File: config.mk
export PLATFORM = sky130hd
export DESIGN_NAME = clkdiv_slice
export DESIGN_NICKNAME = d
export VERILOG_FILES = /design/src/rtl/clkdiv_pkg.sv /design/src/rtl/clkdiv_cfg.sv /design/src/rtl/clkdiv_srcmux.sv /design/src/rtl/clkdiv_stage.sv /design/src/rtl/clkdiv_slice.sv
export SDC_FILE = /design/constraint.sdc
export NUM_CORES = 1
export LEC_CHECK = 0
export ABC_AREA = 1
export BUFFER_PORTS_ARGS = -buffer_cell sky130_fd_sc_hd__clkbuf_2
export CAP_MARGIN = 20
export CORE_ASPECT_RATIO = 1.25
export CORE_MARGIN = 1.5
export CORE_UTILIZATION = 41
export DETAILED_ROUTE_END_ITERATION = 7
export PLACE_DENSITY_LB_ADDON = 0.25
export RECOVER_POWER = 25
export SLEW_MARGIN = 25
export SYNTH_ARGS = -nofsm -noshare
export SYNTH_HDL_FRONTEND = slang
export SYNTH_SLANG_ARGS = --single-unit
File: constraint.sdc
create_clock -name clk -period 5.8 [get_ports clk]
set_clock_uncertainty 0.2 [all_clocks]
set_input_delay 0.58 -clock clk [delete_from_list [all_inputs] [get_ports clk]]
set_output_delay 0.58 -clock clk [all_outputs]
set_load 0.1 [all_outputs]
File: src/rtl/clkdiv_pkg.sv
package clkdiv_pkg;

    localparam int WORD_W  = 16;
    localparam int DIV_W   = 4;
    localparam int NUM_PLL = 3;
    localparam int SEL_W   = 2;
    localparam int SRC_W   = SEL_W + 1;

    typedef struct packed {
        logic             off;    // 15: output mask
        logic             rsv14;  // 14: unimplemented
        logic [SEL_W-1:0] sel;    // 13:12: source select
        logic             alt;    // 11: alternate oscillator override
        logic [2:0]       rsv10;  // 10:8: unimplemented
        logic [DIV_W-1:0] div2;   // 7:4: second stage value
        logic [DIV_W-1:0] div1;   // 3:0: first stage value
    } ctrl_word_t;

    localparam ctrl_word_t RESET_WORD = '{off: 1'b1, default: '0};

    function automatic ctrl_word_t sanitize(input logic [WORD_W-1:0] raw,
                                            input bit keep_div2,
                                            input bit keep_alt);
        ctrl_word_t w;
        w       = ctrl_word_t'(raw);
        w.rsv14 = 1'b0;
        w.rsv10 = '0;
        if (!keep_div2) w.div2 = '0;
        if (!keep_alt)  w.alt  = 1'b0;
        return w;
    endfunction

    function automatic logic [SRC_W-1:0] src_code(input ctrl_word_t w);
        return w.alt ? {1'b1, {SEL_W{1'b0}}} : {1'b0, w.sel};
    endfunction

endpackage

File: src/rtl/clkdiv_cfg.sv
module clkdiv_cfg
    import clkdiv_pkg::*;
#(
    parameter bit HAS_DIV2 = 1'b1,
    parameter bit HAS_ALT  = 1'b1
) (
    input  logic              clk,
    input  logic              rst,
    input  logic              we,
    input  logic [WORD_W-1:0] wdata,
    input  logic              stages_idle,
    output logic              eff_off,
    output logic [SEL_W-1:0]  eff_sel,
    output logic              eff_alt,
    output logic [DIV_W-1:0]  eff_div1,
    output logic [DIV_W-1:0]  eff_div2,
    output logic              apply,
    output logic              src_swap,
    output logic              pend,
    output logic              act_off,
    output logic [SRC_W-1:0]  act_src,
    output logic [WORD_W-1:0] rdata
);

    ctrl_word_t shadow_q;
    ctrl_word_t act_q;
    ctrl_word_t eff;
    logic       pend_q;

    assign apply    = pend_q && (stages_idle || act_q.off);
    assign eff      = apply ? shadow_q : act_q;
    assign src_swap = apply && (src_code(shadow_q) != src_code(act_q));

    always_ff @(posedge clk) begin
        if (rst) begin
            shadow_q <= RESET_WORD;
            act_q    <= RESET_WORD;
            pend_q   <= 1'b0;
        end else begin
            if (apply) act_q <= shadow_q;
            if (we) begin
                shadow_q <= sanitize(wdata, HAS_DIV2, HAS_ALT);
                pend_q   <= 1'b1;
            end else if (apply) begin
                pend_q <= 1'b0;
            end
        end
    end

    assign eff_off  = eff.off;
    assign eff_sel  = eff.sel;
    assign eff_alt  = eff.alt;
    assign eff_div1 = eff.div1;
    assign eff_div2 = eff.div2;
    assign pend     = pend_q;
    assign act_off  = act_q.off;
    assign act_src  = src_code(act_q);
    assign rdata    = shadow_q;

endmodule

File: src/rtl/clkdiv_srcmux.sv
module clkdiv_srcmux
    import clkdiv_pkg::*;
(
    input  logic               osc_en,
    input  logic [NUM_PLL-1:0] pll_en,
    input  logic               alt_en,
    input  logic [SEL_W-1:0]   sel,
    input  logic               alt,
    output logic               src_pulse
);

    logic [NUM_PLL:0] lanes;

    assign lanes     = {pll_en, osc_en};
    assign src_pulse = alt ? alt_en : lanes[sel];

endmodule

File: src/rtl/clkdiv_stage.sv
module clkdiv_stage #(
    parameter int W = 4
) (
    input  logic         clk,
    input  logic         rst,
    input  logic         clr,
    input  logic         step,
    input  logic [W-1:0] limit,
    output logic         carry,
    output logic         at_zero
);

    logic [W-1:0] cnt_q;
    logic         wrap;

    assign wrap    = cnt_q >= limit;
    assign carry   = step && !clr && wrap;
    assign at_zero = (cnt_q == '0);

    always_ff @(posedge clk) begin
        if (rst || clr) begin
            cnt_q <= '0;
        end else if (step) begin
            cnt_q <= wrap ? '0 : cnt_q + 1'b1;
        end
    end

endmodule

File: src/rtl/clkdiv_slice.sv
module clkdiv_slice
    import clkdiv_pkg::*;
#(
    parameter bit HAS_DIV2 = 1'b1,
    parameter bit HAS_ALT  = 1'b1
) (
    input  logic         clk,
    input  logic         rst,
    input  logic         ctrl_we,
    input  logic [15:0]  ctrl_wdata,
    input  logic         osc_en,
    input  logic [2:0]   pll_en,
    input  logic         alt_en,
    output logic         tick_out,
    output logic [15:0]  ctrl_rdata
);

    logic              eff_off;
    logic [SEL_W-1:0]  eff_sel;
    logic              eff_alt;
    logic [DIV_W-1:0]  eff_div1;
    logic [DIV_W-1:0]  eff_div2;
    logic              apply;
    logic              src_swap;
    logic              pend;
    logic              act_off;
    logic [SRC_W-1:0]  act_src;
    logic              src_pulse;
    logic              c1;
    logic              z1;
    logic              c2;
    logic              z2;
    logic              tick_q;

    clkdiv_cfg #(
        .HAS_DIV2 (HAS_DIV2),
        .HAS_ALT  (HAS_ALT)
    ) cfg_i (
        .clk         (clk),
        .rst         (rst),
        .we          (ctrl_we),
        .wdata       (ctrl_wdata),
        .stages_idle (z1 && z2),
        .eff_off     (eff_off),
        .eff_sel     (eff_sel),
        .eff_alt     (eff_alt),
        .eff_div1    (eff_div1),
        .eff_div2    (eff_div2),
        .apply       (apply),
        .src_swap    (src_swap),
        .pend        (pend),
        .act_off     (act_off),
        .act_src     (act_src),
        .rdata       (ctrl_rdata)
    );

    clkdiv_srcmux mux_i (
        .osc_en    (osc_en),
        .pll_en    (pll_en),
        .alt_en    (alt_en),
        .sel       (eff_sel),
        .alt       (eff_alt),
        .src_pulse (src_pulse)
    );

    clkdiv_stage #(.W(DIV_W)) st1_i (
        .clk     (clk),
        .rst     (rst),
        .clr     (src_swap),
        .step    (src_pulse),
        .limit   (eff_div1),
        .carry   (c1),
        .at_zero (z1)
    );

    generate
        if (HAS_DIV2) begin : g_div2
            clkdiv_stage #(.W(DIV_W)) st2_i (
                .clk     (clk),
                .rst     (rst),
                .clr     (src_swap),
                .step    (c1),
                .limit   (eff_div2),
                .carry   (c2),
                .at_zero (z2)
            );
        end else begin : g_no_div2
            assign c2 = c1;
            assign z2 = 1'b1;
        end
    endgenerate

    always_ff @(posedge clk) begin
        if (rst) tick_q <= 1'b0;
        else     tick_q <= c2 && !eff_off;
    end

    assign tick_out = tick_q;

endmodule

==> results_dict.tcl <==
set metrics [dict create \
    outcome "finished clean" \
    dp_hpwl_um 2600 \
    ys_types 32 \
    ios 41 \
    cts_resized 0 \
    route.detailed.drc 0 \
    cts_buffers 5 \
    maxSlewViolCount 0 \
    syn_inst 227 \
    die_area_um2 4600 \
    slowest_stage "dfxtp_1" \
    ir_drop_v 0.000147 \
    final.setup.tns_ns 0 \
    final_layout_size_suffix_gt1_share_pct 17.7 \
    grt_max_degree 19 \
    worst-endpoint-arrival_ns 3.09 \
    yosysTopAreaCellShare_pct 39.5 \
    ys_seq_area_share_pct 39.5 \
    postRouteAntennaNets 0 \
    cts_sinks 34 \
    synth_edf_count 0 \
    wl_per_cell_um 10.9 \
    postCtsSetupBuffers 0 \
    grt_pass1_wl_um 5620 \
    rows 26 \
    synth_most_common_cell "nor2_1" \
    cpPeakStageDelay_ns 0.37 \
    grt_util_all_layers_pct 16.7 \
    ff2ff_path_depth 18 \
    maxCapViolCount 0 \
    synth-seq-cells 34 \
    cp.required_ns 5.83 \
    die_x_um 61.0 \
    path_cells "inv_1 > ha_1 > nand2_1 > inv_1 > nand3_1 > nand2_2 > nand2_4 > mux2i_1 > ha_1 > inv_1 > nor2_1 > o21ai_0 > nand2_1 > a31oi_1 > o21ai_0 > a21oi_1 > nor2_1 > nor2_1" \
    viasPerCell 4.73 \
    drt_iter0_markers 45 \
    num_vias 1495 \
    cts-root-buf "clkbuf_8" \
    synth_ff_type "dfxtp_1" \
    setup_viol 0 \
    clock_path_buffers 2 \
    min_path_cells 2 \
    clkTransAtPathRegs_ns 0.07 \
    htreeDepth 2 \
    p_leak_nw 0.986 \
    finalHoldViolCount 0 \
    hold_class "reg2reg" \
    netlist_area_um2 1720 \
    worst-slew-pin-transition_ns 0.679 \
    yosys-top-cells-area "dfxtp_1, ha_1, nor2_1, inv_1, nand2_1" \
    avgSynthCellArea_um2 7.58 \
    rsz0062_at_grt "false" \
    place_inst 309 \
    start_kind "register" \
    wl_um 3440 \
    synth_commonest_cells "nor2_1, dfxtp_1, inv_1, nand2_1, o21ai_0" \
    overflow 0 \
    min_period_ns 3.07 \
    diodes 0 \
    fmax_mhz 326 \
    final_cells 316 \
    io_buffers 32 \
    power_uw 679 \
    period_share_pct 52.9 \
    core_area_um2 4070 \
    slew_headroom_pct 54.7 \
    setup.worst_path.end_class "register" \
    syn2layout_area_growth_pct 15.1 \
    first_pass_iters 4 \
    yosys_warnings 0 \
    criticalPathCategory "reg2reg" \
    synth_top_area_cell "dfxtp_1" \
    cts_tree "done" \
    dieHeight_um 75.5 \
    nNetsFinal 296 \
    grt_pass1_vias 1321 \
    initial_core_util_pct 42.3 \
    place.gp.congestion 0.771 \
    cp_max_fo 18 \
    clkLatencyLatePin_ns 0.28 \
    async_reset_ff_share_pct 0 \
    antenna_found_initial 0 \
    power_density_nw_per_um2 342 \
    hold_buffers 0 \
]
==> final timing paths <==
path	start	to	slack, ns
min reg2reg	cfg_i.rdata[4]	cfg_i.rdata[4]	0.27
max	st1_i.cnt_q[0]	g_div2.st2_i.cnt_q[3]	2.73
min	cfg_i.rdata[4]	cfg_i.rdata[4]	0.27
max reg2reg	st1_i.cnt_q[0]	g_div2.st2_i.cnt_q[3]	2.73
==> per-stage QoR <==
step	util, %	setup slack, ns	hold WS, ns	instance area [um2]
finish	48.7	2.73	0.270	1980
global route	48.7	2.40	0.305	1980
CTS	48.9	2.80	0.276	1990
detailed placement	47.0	2.82	0.265	1910
global placement	47.0	2.86	0.265	1910
floorplan	-	3.00	0.266	1730
==> worst max-delay path, delay by kind of cell (launching register included) <==
kind	cells	cell delay (ns)
AO/OA/AOI/OAI	4	0.79
AND/OR/NAND/NOR	8	0.69
adder cells (fa/ha/maj)	2	0.49
flip-flops	1	0.37
multiplexers	1	0.27
buffers and inverters	3	0.21
==> layer usage <==
layer / GRT usage, % / vias up / wire length (um)
met4: 9.66 / 0 / 77
met3: 3.40 / 5 / 97
met2: 29.6 / 32 / 1700
met5: 0 / - / 0
li1: - / 795 / -
met1: 18.0 / 663 / 1570
==> flip-flops by register name, summed over array words and instances (netlist names) <==
register	cells
st1_i.cnt_q	4
g_div2.st2_i.cnt_q	4
cfg_i.pend	1
tick_out	1
cfg_i.rdata	12
cfg_i.act_off	1
cfg_i.act_q	11
==> power by group <==
part	total, mW	switching, mW	internal [mW]	leakage, nW
registers	0.275	0.0191	0.256	0.279
logic	0.241	0.171	0.0702	0.663
clock network	0.162	0.0817	0.0804	0.0438
total	0.679	0.272	0.407	0.986
==> cell families after synthesis <==
| kind of cell | count (synthesis) | share of synthesized area (%) |
|---|---|---|
| flops | 34 | 39.5 |
| buf+inv | 39 | 9.67 |
| simple gates | 93 | 24.5 |
| other cells | 1 | 0.218 |
| xor+xnor | 3 | 1.53 |
| mux | 6 | 3.49 |
| compound gates | 39 | 12.4 |
| fa+ha+maj | 12 | 8.72 |
==> layout make-up <==
class                   count  area (um2)
multi-input cells         157         881
repair buffers             32         159
well taps                  56        70.1
clock inverters             2        10.0
clock buffers               5        68.8
flip-flops and latches     34         681
inverters                  30         113
fillers                   417        2080
==> cells in the final DEF (no fill, tap or decap), drive strengths merged <==
cell / netlist / layout
nor2: 38 / 38
clkbuf: 3 / 37
dfxtp: 34 / 34
nand2: 32 / 32
inv: 29 / 29
o21ai: 20 / 20
nand3: 16 / 16
a21oi: 13 / 13
ha: 12 / 12
mux2i: 6 / 6
conb: 1 / 4
nand4: 4 / 4
clkinv: 1 / 3
o211ai: 2 / 2
xnor2: 2 / 2
or2: 2 / 2
o2111ai: 1 / 1
o22ai: 1 / 1
a211oi: 1 / 1
a31oi: 1 / 1
xor2: 1 / 1
nor3: 1 / 1
Note: power is estimated with default switching activity, not from simulation.
